`config.mk`:
```
export PLATFORM = sky130hd
export DESIGN_NAME = bus_xfer_target
export DESIGN_NICKNAME = d
export VERILOG_FILES = /design/src/rtl/xfer_pkg.sv /design/src/rtl/bus_sync.sv /design/src/rtl/xfer_timer.sv /design/src/rtl/bus_xfer_target.sv
export SDC_FILE = /design/constraint.sdc
export NUM_CORES = 1
export LEC_CHECK = 0
export BUFFER_PORTS_ARGS = -buffer_cell sky130_fd_sc_hd__buf_2
export CAP_MARGIN = 0
export CORE_ASPECT_RATIO = 2
export CORE_UTILIZATION = 35
export DETAILED_ROUTE_END_ITERATION = 8
export GPL_TIMING_DRIVEN = 0
export SYNTH_ARGS = -nofsm -noshare
export SYNTH_HDL_FRONTEND = slang
export SYNTH_SLANG_ARGS = --single-unit
export TNS_END_PERCENT = 1
```
`constraint.sdc`:
```
create_clock -name clk_i -period 6.17 [get_ports clk_i]
set_input_delay 0 -clock clk_i [delete_from_list [all_inputs] [get_ports clk_i]]
set_output_delay 0 -clock clk_i [all_outputs]
set_load 0.02 [all_outputs]
```
`src/rtl/xfer_pkg.sv`:
```
package xfer_pkg;

  typedef enum logic [2:0] {
    ST_IDLE,
    ST_SETTLE,
    ST_LOAD,
    ST_SETUP,
    ST_REQ,
    ST_RACK,
    ST_DONE
  } xfer_state_e;

  localparam logic [2:0] PH_DOUT   = 3'b000;
  localparam logic [2:0] PH_DIN    = 3'b001;
  localparam logic [2:0] PH_CMD    = 3'b010;
  localparam logic [2:0] PH_STAT   = 3'b011;
  localparam logic [2:0] PH_MOUT   = 3'b110;
  localparam logic [2:0] PH_MIN    = 3'b111;

  // parity bit that makes the nine-bit word odd
  function automatic logic odd_par(input logic [7:0] b);
    return ~^b;
  endfunction

  function automatic logic phase_code_ok(input logic [2:0] p);
    return !(p[2] && !p[1]);
  endfunction

endpackage

```
`src/rtl/bus_sync.sv`:
```
module bus_sync #(
  parameter int unsigned W      = 1,
  parameter int unsigned STAGES = 2
) (
  input  logic         clk_i,
  input  logic         rst_ni,
  input  logic [W-1:0] async_i,
  output logic [W-1:0] sync_o
);

  logic [W-1:0] stg [STAGES];

  for (genvar g = 0; g < STAGES; g++) begin : g_stage
    if (g == 0) begin : g_first
      always_ff @(posedge clk_i or negedge rst_ni) begin
        if (!rst_ni) stg[g] <= '0;
        else         stg[g] <= async_i;
      end
    end else begin : g_next
      always_ff @(posedge clk_i or negedge rst_ni) begin
        if (!rst_ni) stg[g] <= '0;
        else         stg[g] <= stg[g-1];
      end
    end
  end

  assign sync_o = stg[STAGES-1];

endmodule

```
`src/rtl/xfer_timer.sv`:
```
module xfer_timer #(
  parameter int unsigned W = 8
) (
  input  logic         clk_i,
  input  logic         rst_ni,
  input  logic         load_i,
  input  logic [W-1:0] val_i,
  output logic         zero_o
);

  logic [W-1:0] cnt_q;

  always_ff @(posedge clk_i or negedge rst_ni) begin
    if (!rst_ni)            cnt_q <= '0;
    else if (load_i)        cnt_q <= val_i;
    else if (cnt_q != '0)   cnt_q <= cnt_q - W'(1);
  end

  assign zero_o = (cnt_q == '0);

endmodule

```
`src/rtl/bus_xfer_target.sv`:
```
module bus_xfer_target
  import xfer_pkg::*;
#(
  parameter int unsigned CNT_W          = 16,
  parameter int unsigned SETTLE_CYC     = 10,
  parameter int unsigned DATA_SETUP_CYC = 3,
  parameter int unsigned TIMEOUT_CYC    = 62_500_000,
  parameter int unsigned SYNC_STAGES    = 2
) (
  input  logic             clk_i,
  input  logic             rst_ni,
  input  logic             start_i,
  input  logic [2:0]       phase_i,
  input  logic [CNT_W-1:0] count_i,
  input  logic [7:0]       tx_data_i,
  output logic             tx_pop_o,
  input  logic             ack_i,
  input  logic             atn_i,
  input  logic             bus_rst_i,
  input  logic [7:0]       db_i,
  input  logic             dbp_i,
  output logic             req_o,
  output logic             msg_o,
  output logic             cd_o,
  output logic             io_o,
  output logic [7:0]       db_o,
  output logic             dbp_o,
  output logic             db_oe_o,
  output logic [7:0]       rx_data_o,
  output logic             rx_valid_o,
  output logic             par_err_o,
  output logic             busy_o,
  output logic             done_o,
  output logic             timeout_o,
  output logic             reject_o
);

  localparam int unsigned TMR_W = $clog2(TIMEOUT_CYC + 1);
  localparam logic [TMR_W-1:0] SETTLE_V = TMR_W'(SETTLE_CYC);
  localparam logic [TMR_W-1:0] SETUP_V  = TMR_W'(DATA_SETUP_CYC);
  localparam logic [TMR_W-1:0] TMO_V    = TMR_W'(TIMEOUT_CYC);

  logic ack_s, atn_s, rst_s;

  bus_sync #(.W(3), .STAGES(SYNC_STAGES)) i_sync (
    .clk_i   (clk_i),
    .rst_ni  (rst_ni),
    .async_i ({ack_i, atn_i, bus_rst_i}),
    .sync_o  ({ack_s, atn_s, rst_s})
  );

  logic             tmr_load;
  logic [TMR_W-1:0] tmr_val;
  logic             tmr_zero;

  xfer_timer #(.W(TMR_W)) i_timer (
    .clk_i  (clk_i),
    .rst_ni (rst_ni),
    .load_i (tmr_load),
    .val_i  (tmr_val),
    .zero_o (tmr_zero)
  );

  xfer_state_e      st_q, st_d;
  logic [2:0]       phase_q;
  logic [CNT_W-1:0] rem_q;
  logic [7:0]       out_q;
  logic [7:0]       rx_q;
  logic             rx_valid_q, par_err_q, tmo_q, rej_q;
  logic             accept, refuse, pop, cap, tmo, legal;

  assign legal = phase_code_ok(phase_i) && (count_i != '0) &&
                 ((phase_i != PH_MOUT) || atn_s);

  always_comb begin
    st_d     = st_q;
    tmr_load = 1'b0;
    tmr_val  = '0;
    accept   = 1'b0;
    refuse   = 1'b0;
    pop      = 1'b0;
    cap      = 1'b0;
    tmo      = 1'b0;
    if (rst_s) begin
      st_d = ST_IDLE;
    end else begin
      unique case (st_q)
        ST_IDLE: if (start_i) begin
          if (legal) begin
            accept   = 1'b1;
            st_d     = ST_SETTLE;
            tmr_load = 1'b1;
            tmr_val  = SETTLE_V;
          end else begin
            refuse = 1'b1;
          end
        end
        ST_SETTLE: if (tmr_zero) st_d = ST_LOAD;
        ST_LOAD: begin
          pop      = phase_q[0];
          st_d     = ST_SETUP;
          tmr_load = 1'b1;
          tmr_val  = SETUP_V;
        end
        ST_SETUP: if (tmr_zero) begin
          st_d     = ST_REQ;
          tmr_load = 1'b1;
          tmr_val  = TMO_V;
        end
        ST_REQ: begin
          if (ack_s) begin
            cap      = 1'b1;
            st_d     = ST_RACK;
            tmr_load = 1'b1;
            tmr_val  = TMO_V;
          end else if (tmr_zero) begin
            tmo  = 1'b1;
            st_d = ST_IDLE;
          end
        end
        ST_RACK: begin
          if (!ack_s) begin
            st_d = (rem_q == CNT_W'(1)) ? ST_DONE : ST_LOAD;
          end else if (tmr_zero) begin
            tmo  = 1'b1;
            st_d = ST_IDLE;
          end
        end
        ST_DONE: st_d = ST_IDLE;
        default: st_d = ST_IDLE;
      endcase
    end
  end

  always_ff @(posedge clk_i or negedge rst_ni) begin
    if (!rst_ni) begin
      st_q       <= ST_IDLE;
      phase_q    <= '0;
      rem_q      <= '0;
      out_q      <= '0;
      rx_q       <= '0;
      rx_valid_q <= 1'b0;
      par_err_q  <= 1'b0;
      tmo_q      <= 1'b0;
      rej_q      <= 1'b0;
    end else begin
      st_q       <= st_d;
      tmo_q      <= tmo;
      rej_q      <= refuse;
      rx_valid_q <= cap && !phase_q[0];
      if (accept) begin
        phase_q   <= phase_i;
        rem_q     <= count_i;
        par_err_q <= 1'b0;
      end
      if (pop) out_q <= tx_data_i;
      if (cap && !phase_q[0]) begin
        rx_q <= db_i;
        if (dbp_i != odd_par(db_i)) par_err_q <= 1'b1;
      end
      if (!rst_s && st_q == ST_RACK && !ack_s) rem_q <= rem_q - CNT_W'(1);
    end
  end

  logic active, drive;
  assign active = (st_q != ST_IDLE);
  assign drive  = phase_q[0] &&
                  (st_q == ST_SETUP || st_q == ST_REQ || st_q == ST_RACK);

  assign {msg_o, cd_o, io_o} = active ? phase_q : 3'b000;
  assign req_o      = (st_q == ST_REQ);
  assign db_oe_o    = drive;
  assign db_o       = drive ? out_q : 8'h00;
  assign dbp_o      = drive ? odd_par(out_q) : 1'b0;
  assign tx_pop_o   = pop;
  assign rx_data_o  = rx_q;
  assign rx_valid_o = rx_valid_q;
  assign par_err_o  = par_err_q;
  assign busy_o     = active;
  assign done_o     = (st_q == ST_DONE);
  assign timeout_o  = tmo_q;
  assign reject_o   = rej_q;

endmodule

```
==> results of run 1 <==
power by group through the flow:
stage	Sequential (uW)	Clock (uW)	Combinational [uW]
3_3_place_gp	787	0	765
4_1_cts	787	602	801
2_1_floorplan	760	0	615
3_5_place_dp	796	0	779
6_report	790	587	796
5_1_grt	812	623	873
through the flow:
step | cell area (sq um) | hold slack [ns]
after floorplan | 4080 | -0.296
after detailed placement | 4640 | -0.0742
final | 5320 | 0.0367
after CTS | 5320 | 0.0179
after global routing | 5320 | 0.0358
after global placement | 4610 | 0.110
area by class of cell:
type / instances / area, sq um / share of cell area (%)
multi-input cells: 289 / 2110 / 39.6
flip-flops and latches: 74 / 1850 / 34.8
repair buffers: 105 / 721 / 13.5
clock buffers: 12 / 267 / 5.01
well taps: 142 / 178 / 3.34
plain buffers: 16 / 87.6 / 1.65
clock inverters: 4 / 72.6 / 1.36
inverters: 9 / 33.8 / 0.635
registers in the layout, summed over array words and instances (netlist names):
register and cells:
i_sync.stg 3, i_timer.cnt_q 26, i_sync.sync_o 3, par_err_o 1
st_q 3, phase_q 3, reject_o 1, timeout_o 1
rem_q 16, rx_valid_o 1, out_q 8, rx_data_o 8
cell usage after synthesis, types with 3 or more instances:
cell      instances  area share, %
dfrtp_1          74             45
or4_1             5           0.92
a22oi_1           4           0.74
or2_1             3           0.46
a221o_1           6            1.5
nor3_2            3           0.74
nor3_1           24            2.9
xor2_1            3           0.64
o21bai_1          3           0.55
o21ai_0           7           0.86
a211oi_1          4           0.74
buf_2             4           0.49
nor2_1           20            1.8
buf_4             6            1.1
or3_1             6           0.92
ha_1              4            1.2
inv_1             9           0.83
a21oi_2          10            2.1
mux2_2            8            2.2
a21oi_1          10            1.2
clkbuf_1          6           0.55
nand2b_1          5           0.77
or2_2             3           0.46
nor4_4            3            1.6
nand3_1           9            1.1
mux2_1            8            2.2
xnor2_1          32            6.9
nor2b_1           6           0.92
nor4_1            9            1.4
nand2_1          24            2.2
and2_1           12            1.8
o21ai_1           4           0.49
o211ai_1          3           0.55
metal layers:
layer,wire (um),up-vias,global-route usage (%)
li1,-,1655,-
met5,0,-,0
met3,286,35,2.83
met4,518,0,12.4
met2,6090,83,34.7
met1,3940,1714,19.2
timing repair:
item,CTS,global route
hold endpoints to repair,107,0
resized for setup,0,0
hold buffers,34,0
logic make-up after synthesis:
group	count (synthesis)	share of synthesized area (%)
simple gates	152	22.6
compound gates	81	15.6
mux	17	4.66
xor+xnor	35	7.51
flops	74	45.4
buf+inv	25	2.97
fa+ha+maj	4	1.23
worst max-delay path by stage:
stage,startpoint,end,slack (ns)
final,i_timer.cnt_q[0],i_timer.cnt_q[19],3.54
after global placement,i_timer.cnt_q[0],i_timer.cnt_q[21],3.58
after global routing,i_timer.cnt_q[0],i_timer.cnt_q[16],3.29
after detailed placement,i_timer.cnt_q[0],i_timer.cnt_q[16],3.58
after CTS,i_timer.cnt_q[0],i_timer.cnt_q[16],3.55
after floorplan,i_timer.cnt_q[0],i_timer.cnt_q[10],4.06
worst max-delay path: stages (launching register included):
cell and delay, ns:
dfrtp_1 0.45, inv_1 0.11, ha_1 0.14, nor4b_1 0.56, and4b_1 0.26, buf_2 0.20
nand2_2 0.13, o21bai_1 0.32, buf_4 0.29, a21oi_2 0.05
placed cells by master, fill, tap and decap left out, drive strengths merged, types with 3 or more instances in the layout:
cell type / n
xor2: 3
nor3: 27
buf: 81
a211oi: 5
o21bai: 3
nand2b: 5
o211ai: 3
and2: 12
o21ai: 11
clkbuf: 18
xnor2: 32
a2111oi: 4
nor2: 21
dlygate4sd3: 34
ha: 4
inv: 9
or3: 7
nand2: 25
or2: 6
nand3: 9
or4: 7
nor2b: 6
a221o: 6
a21oi: 20
mux2: 16
dfrtp: 74
nor4: 13
a22oi: 4
==> run_results.csv, run 1 <==
group,metric,value,unit
global_route,grt_pass1_wl,17600,um
pwr,p_int,1400,uW
sta,fin_ws,3.54,ns
worst_setup_path,cp.arrival,2.84,ns
synthesis,synth_edf_count,0,
global_route,track_usage,18.8,%
pwr,ir_worst_vdd,0.000151,V
routing,drt_pass1_iterations,4,
sta,max_freq,380,MHz
placed_design,io_buffers,70,
worst_setup_path,critPathMaxFanout,10,
worst_setup_path,path_class,"reg -> reg",
sta,tns,0,ns
final_layout,area_delta_synth_final,30.3,%
pwr,power_frac_comb,36.6,%
routing,vias_per_cell,5.36,
final_layout,nFillCells,1066,
worst_setup_path,cp.required,6.38,ns
run,max_cap_violations,0,
hold_path,min_path_cells,3,
cts,cts_root_buf,"clkbuf_16",
worst_setup_path,regToRegStartpoint,"i_timer.cnt_q[0]",
hold_path,min_path_type,"in -> reg",
cts,cts_sinks,74,
synthesis,ys_seq_elements,74,
synthesis,ys.flop_type,"dfrtp_1",
outcome,outcome,"finished clean",
cts,cts_buffers,9,
worst_setup_path,ff2ff_setup_slack,3.54,ns
floorplan,die-area,12100,sq um
placed_design,gp_congestion,0.940,
pwr,power.total,2170,uW
hold_path,min_to,"rem_q[15]",
final_layout,n_antenna_cell,0,
sta,rsz0062_at_grt,"no",
worst_setup_path,crit_path_end_kind,"flip-flop",
sta,finalCriticalPeriod,2.63,ns
floorplan,floorplan.rows,55,
routing,ant_nets,0,
sta,timing.slew.headroom,44.9,%
placed_design,dp_cells,601,
sta,drv_slew,0,
hold_path,hold_start,"count_i[15]",
worst_setup_path,r2r-end,"i_timer.cnt_q[19]",
worst_setup_path,r2r_cells,9,
cts,htreeDepth,3,
cts,clockBufferDepth,2,
floorplan,die_h,155,um
synthesis,synth-seq-area-share,45.4,%
final_layout,final_cells,651,
floorplan,die_w,78.4,um
synthesis,ys_async_sr_fraction,100,%
global_route,grt_pass1_vias,3624,
final_layout,fin_nets,550,
global_route,grt-ovfl-total,0,
routing,routedWlPerCell,16.6,um
cts,clk_latency,0.33,ns
routing,vias,3487,
sta,worst_pin_slew,0.819,ns
synthesis,synth_area_per_cell,10.5,sq um
floorplan,ios,71,
cts,path_clk_slew,0.06,ns
routing,drcViolationCount,0,
pwr,cellLeakagePower,0.00237,uW
pwr,seq_power_share,36.3,%
placed_design,dp_hpwl,7850,um
pwr,p_switching,773,uW
global_route,grt_max_degree,53,
final_layout,finish.utilization,46.8,%
routing,drt_iter0_markers,183,
worst_setup_path,startpoint_type,"flip-flop",
synthesis,ys_warn_count,0,
pwr,powerDensity,409,nW/um^2
routing,totalWireLength,10800,um
synthesis,syn_inst,388,
floorplan,initial_utilization,35.9,%
pwr,swShare,35.6,%
cts,cts_setup_buffers,0,
synthesis,synth_fp_nets,434,
sta,finalSetupViolCount,0,
sta,finalClockSkew,0.00626,ns
sta,hold_viol,0,
placed_design,post-place-ws,3.58,ns
final_layout,drive_above_1_share,26.7,%
synthesis,yosysUniqueCellTypes,73,
global_route,antenna_found_initial,0,
floorplan,fp.coreArea,11400,sq um
cts,cts_tree,"built",
pwr,pwr-share-clk,27.0,%
synthesis,synth_area,4080,sq um
sta,period_share,42.7,%
(Power assumes the default switching activity.)
==> inputs of run 2 (changes only) <==
==> constraint.sdc (replaced) <==
create_clock -name clk_i -period 2.48 [get_ports clk_i]
set_input_delay 0 -clock clk_i [delete_from_list [all_inputs] [get_ports clk_i]]
set_output_delay 0 -clock clk_i [all_outputs]
set_load 0.02 [all_outputs]
==> run_results.csv, run 2 (synthesis gave the netlist of run 1 again) <==
group,metric,value,unit
routing,vias,3508,
floorplan,fp.coreArea,11400,sq um
worst_setup_path,cp.required,2.72,ns
placed_design,dp_hpwl,7850,um
routing,drcViolationCount,0,
sta,fin_hold_ws,0.0341,ns
routing,dr.max_layer_used,"met4",
floorplan,floorplan.rows,55,
routing,dr_wl_met3,343,um
global_route,grt-ovfl-total,0,
worst_setup_path,startpoint_type,"flip-flop",
cts,cts_sinks,74,
sta,worst_pin_slew,0.823,ns
routing,routedWlPerCell,16.7,um
pwr,powerDensity,1030,nW/um^2
final_layout,n_antenna_cell,0,
worst_setup_path,crit_path_end_kind,"flip-flop",
hold_path,min_path_type,"in -> reg",
cts,cts_tree,"built",
pwr,ir_worst_vdd,0.000372,V
routing,wl_met2,6100,um
sta,finalCriticalPeriod,2.35,ns
worst_setup_path,cp.arrival,2.59,ns
final_layout,finish.utilization,47.3,%
cts,cts_root_buf,"clkbuf_16",
final_layout,drive_above_1_share,28.4,%
global_route,antenna_found_initial,0,
placed_design,gp_congestion,0.940,
cts,clockBufferDepth,2,
final_layout,largest-register,"i_timer.cnt_q",
outcome,outcome,"finished clean",
global_route,grt_max_degree,53,
routing,totalWireLength,10900,um
final_layout,top_regs,"i_timer.cnt_q: 26 flops, rem_q: 16 flops",
sta,hold_viol,0,
placed_design,io_buffers,70,
routing,met1_length,3900,um
global_route,grt_pass1_wl,17600,um
sta,period_share,94.9,%
floorplan,ios,71,
routing,vias_per_cell,5.37,
worst_setup_path,critPathMaxFanout,8,
sta,finalClockSkew,0.00491,ns
cts,cts_buffers,9,
final_layout,area_delta_synth_final,31.7,%
final_layout,largest_reg_flops,26,
sta,max_freq,425,MHz
routing,ant_nets,0,
sta,finalSetupViolCount,0,
floorplan,initial_utilization,35.9,%
final_layout,fin_nets,552,
routing,drt_pass1_iterations,4,
sta,drv_slew,0,
floorplan,die_w,78.4,um
run,max_cap_violations,0,
final_layout,mostFrequentLayoutCells,"74 x buf_2, 74 x dfrtp_1, 34 x dlygate4sd3_1",
routing,drt_iter0_markers,169,
global_route,track_usage,18.9,%
global_route,grt_pass1_vias,3631,
floorplan,die_h,155,um
floorplan,die-area,12100,sq um
cts,path_clk_slew,0.06,ns
sta,rsz0062_at_grt,"yes",
worst_setup_path,path_class,"reg -> reg",
sta,timing.slew.headroom,44.6,%
cts,htreeDepth,3,
pwr,cellLeakagePower,0.00239,uW
cts,clk_latency,0.33,ns
run 2: area by class of cell:
type / count / area, sq um
Sequential cell: 74 / 1850
Clock inverter: 4 / 72.6
Buffer: 16 / 93.8
Timing Repair Buffer: 107 / 736
Clock buffer: 12 / 267
Multi-Input combinational cell: 289 / 2140
Tap cell: 142 / 178
Fill cell: 1066 / 5980
Inverter: 9 / 33.8
run 2: metal layers:
layer  vias to the layer above  track usage, %
li1                       1654               -
met1                      1730            19.3
met2                        84            34.3
met3                        40            3.01
met4                         0            12.7
met5                         -               0
run 2: final timing paths:
check	start	to	slack (ns)	cells past startpoint
setup / recovery	i_timer.cnt_q[2]	i_timer.cnt_q[17]	0.13	5
hold / removal	count_i[13]	rem_q[13]	0.03	3
setup reg to reg	i_timer.cnt_q[2]	i_timer.cnt_q[17]	0.13	5
hold reg to reg	i_sync.stg[3]	i_sync.sync_o[0]	0.34	0
max in group asynchronous	rst_ni	rx_data_o[6]	1.79	3
min in group asynchronous	rst_ni	out_q[5]	0.12	2
run 2: timing repair:
item / in CTS / in global routing
buffers inserted: 0 / 2
endpoints found under the setup margin: 21 / 22
hold endpoints to repair: 107 / 0
pin swaps: 0 / 1
resized for setup: 2 / 10
hold buffers: 34 / 0
run 2: metrics by stage:
stage / std cells / total power [uW] / setup TNS (ns) / setup WS (ns) / cell area (sq um)
global route: 653 / 5860 / -0.00550 / -0.00550 / 5370
CTS: 651 / 5460 / 0 / 0.00512 / 5330
global placement: 600 / 3860 / -1.06 / -0.108 / 4610
finish: 653 / 5530 / 0 / 0.127 / 5370
detailed placement: 601 / 3920 / -1.06 / -0.111 / 4640
floorplan: 388 / 3420 / 0 / 0.368 / 4080
run 2: critical path, cell delays in order, from the launching register on:
cell,delay (ns)
dfrtp_1,0.49
nor4_4,0.54
nand4b_4,0.23
or4_1,0.46
or3_1,0.33
a211oi_2,0.21
run 2: report_power, final:
part           leakage, uW  switching, uW  total, uW  internal, uW
Sequential        0.000945            404       1980          1570
Combinational      0.00128           1060       2090          1020
Clock             0.000165            498       1460           962
Total              0.00239           1970       5530          3560
==> inputs of run 3 (changes only) <==
--- a/config.mk
+++ b/config.mk
@@ -11,6 +11,7 @@
 export CORE_UTILIZATION = 35
 export DETAILED_ROUTE_END_ITERATION = 8
 export GPL_TIMING_DRIVEN = 0
+export RECOVER_POWER = 100
 export SYNTH_ARGS = -nofsm -noshare
 export SYNTH_HDL_FRONTEND = slang
 export SYNTH_SLANG_ARGS = --single-unit
==> run_results.csv, run 3 (synthesis gave the netlist of run 1 again) <==
group,metric,value,unit
global_route,grt_pass1_wl,17600,um
floorplan,die-area,12100,sq um
sta,rsz0062_at_grt,"yes",
pwr,seq_power_share,35.9,%
hold_path,min_to,"rem_q[13]",
floorplan,initial_utilization,35.9,%
final_layout,top_regs,"i_timer.cnt_q: 26 flops, rem_q: 16 flops",
placed_design,dp_hpwl,7850,um
final_layout,largest_reg_flops,26,
sta,hold_viol,0,
worst_setup_path,regToRegStartpoint,"i_timer.cnt_q[2]",
cts,cts_root_buf,"clkbuf_16",
worst_setup_path,r2r-end,"i_timer.cnt_q[17]",
placed_design,dpl_cell_area,4640,sq um
sta,period_share,94.5,%
sta,worst_pin_slew,1.24,ns
worst_setup_path,cp.required,2.72,ns
run,max_cap_violations,0,
sta,finalCriticalPeriod,2.34,ns
floorplan,floorplan.rows,55,
pwr,p_switching,1970,uW
worst_setup_path,startpoint_type,"flip-flop",
routing,routedWlPerCell,16.7,um
routing,drcViolationCount,0,
cts,htreeDepth,3,
pwr,powerDensity,1030,nW/um^2
pwr,p_int,3540,uW
cts,cts_tree,"built",
cts,clk_latency,0.33,ns
worst_setup_path,critPathMaxFanout,8,
routing,drt_iter0_markers,155,
placed_design,io_buffers,70,
global_route,grt_max_degree,53,
floorplan,die_w,78.4,um
cts,path_clk_slew,0.06,ns
final_layout,area_delta_synth_final,30.5,%
routing,ant_nets,0,
sta,fin_ws,0.136,ns
hold_path,hold_start,"count_i[13]",
placed_design,post-place-ws,-0.111,ns
floorplan,fp.coreArea,11400,sq um
routing,drt_pass1_iterations,4,
global_route,antenna_found_initial,0,
floorplan,ios,71,
final_layout,design_area,5330,sq um
worst_setup_path,r2r_cells,5,
worst_setup_path,cp.arrival,2.59,ns
cts,cts_sinks,74,
final_layout,final_common_cell,"dfrtp_1",
final_layout,n_antenna_cell,0,
worst_setup_path,crit_path_end_kind,"flip-flop",
sta,max_freq,427,MHz
final_layout,mostFrequentLayoutCells,"74 x dfrtp_1, 55 x buf_2, 34 x dlygate4sd3_1",
pwr,swShare,35.7,%
pwr,ir_worst_vdd,0.000371,V
pwr,power.total,5510,uW
outcome,outcome,"finished clean",
routing,vias,3502,
worst_setup_path,path_class,"reg -> reg",
sta,finalSetupViolCount,0,
routing,vias_per_cell,5.36,
sta,drv_slew,0,
pwr,pwr-share-clk,26.5,%
worst_setup_path,ff2ff_setup_slack,0.14,ns
global_route,grt-ovfl-total,0,
sta,finalClockSkew,0.00579,ns
pwr,cellLeakagePower,0.00230,uW
pwr,power_frac_comb,37.6,%
routing,totalWireLength,10900,um
hold_path,min_path_type,"in -> reg",
sta,timing.slew.headroom,17.0,%
global_route,grt_pass1_vias,3631,
global_route,track_usage,18.9,%
hold_path,min_path_cells,3,
placed_design,gp_congestion,0.940,
cts,cts_buffers,9,
final_layout,largest-register,"i_timer.cnt_q",
floorplan,die_h,155,um
final_layout,drive_above_1_share,24.5,%
cts,clockBufferDepth,2,
final_layout,fin_nets,552,
==> run 3: how the worst max path moves through the flow <==
stage | startpoint | end
detailed placement | i_timer.cnt_q[0] | i_timer.cnt_q[16]
finish | i_timer.cnt_q[2] | i_timer.cnt_q[17]
global route | i_timer.cnt_q[2] | i_timer.cnt_q[17]
floorplan | i_timer.cnt_q[0] | i_timer.cnt_q[10]
CTS | i_timer.cnt_q[21] | i_timer.cnt_q[16]
global placement | i_timer.cnt_q[0] | i_timer.cnt_q[21]
==> run 3: repair_timing <==
action                     in CTS  in global routing
hold endpoints to repair      107                  0
setup endpoints to repair      21                 22
pin swaps                       0                  1
setup buffers                   0                  2
hold buffers                   34                  0
gates resized for setup         2                 10
==> run 3: area by class of cell <==
cell class	count	area, sq um
Buffer	16	93.8
Clock buffer	12	267
Clock inverter	4	72.6
Fill cell	1085	6030
Inverter	9	33.8
Multi-Input combinational cell	289	2140
Sequential cell	74	1850
Tap cell	142	178
Timing Repair Buffer	107	688
==> run 3: power by group through the flow <==
| stage | Sequential [uW] | Combinational [uW] | Clock, uW |
|---|---|---|---|
| after floorplan | 1890 | 1530 | 0 |
| after global placement | 1960 | 1900 | 0 |
| after detailed placement | 1980 | 1940 | 0 |
| after CTS | 1960 | 2000 | 1500 |
| after global routing | 2040 | 2260 | 1550 |
| final | 1980 | 2070 | 1460 |
==> run 3: critical path, cell delays in order (launching register included) <==
cell,delay (ns)
dfrtp_1,0.48
nor4_4,0.54
nand4b_4,0.23
or4_1,0.46
or3_1,0.33
a211oi_2,0.21
==> run 3: metal layers <==
layer,share of wire [%],GRT usage (%)
met5,0,0
met3,3.2,3.01
met2,56,34.3
met4,5.0,12.7
met1,35,19.3
==> run 3: through the flow <==
step                hold slack [ns]  cells  util, %  setup TNS (ns)
CTS                          0.0179    651     46.9               0
floorplan                    -0.296    388        -               0
global route                 0.0328    653     46.9        -0.00550
detailed placement          -0.0742    601     40.9           -1.06
global placement              0.110    600     40.6           -1.06
finish                       0.0320    653     46.9               0
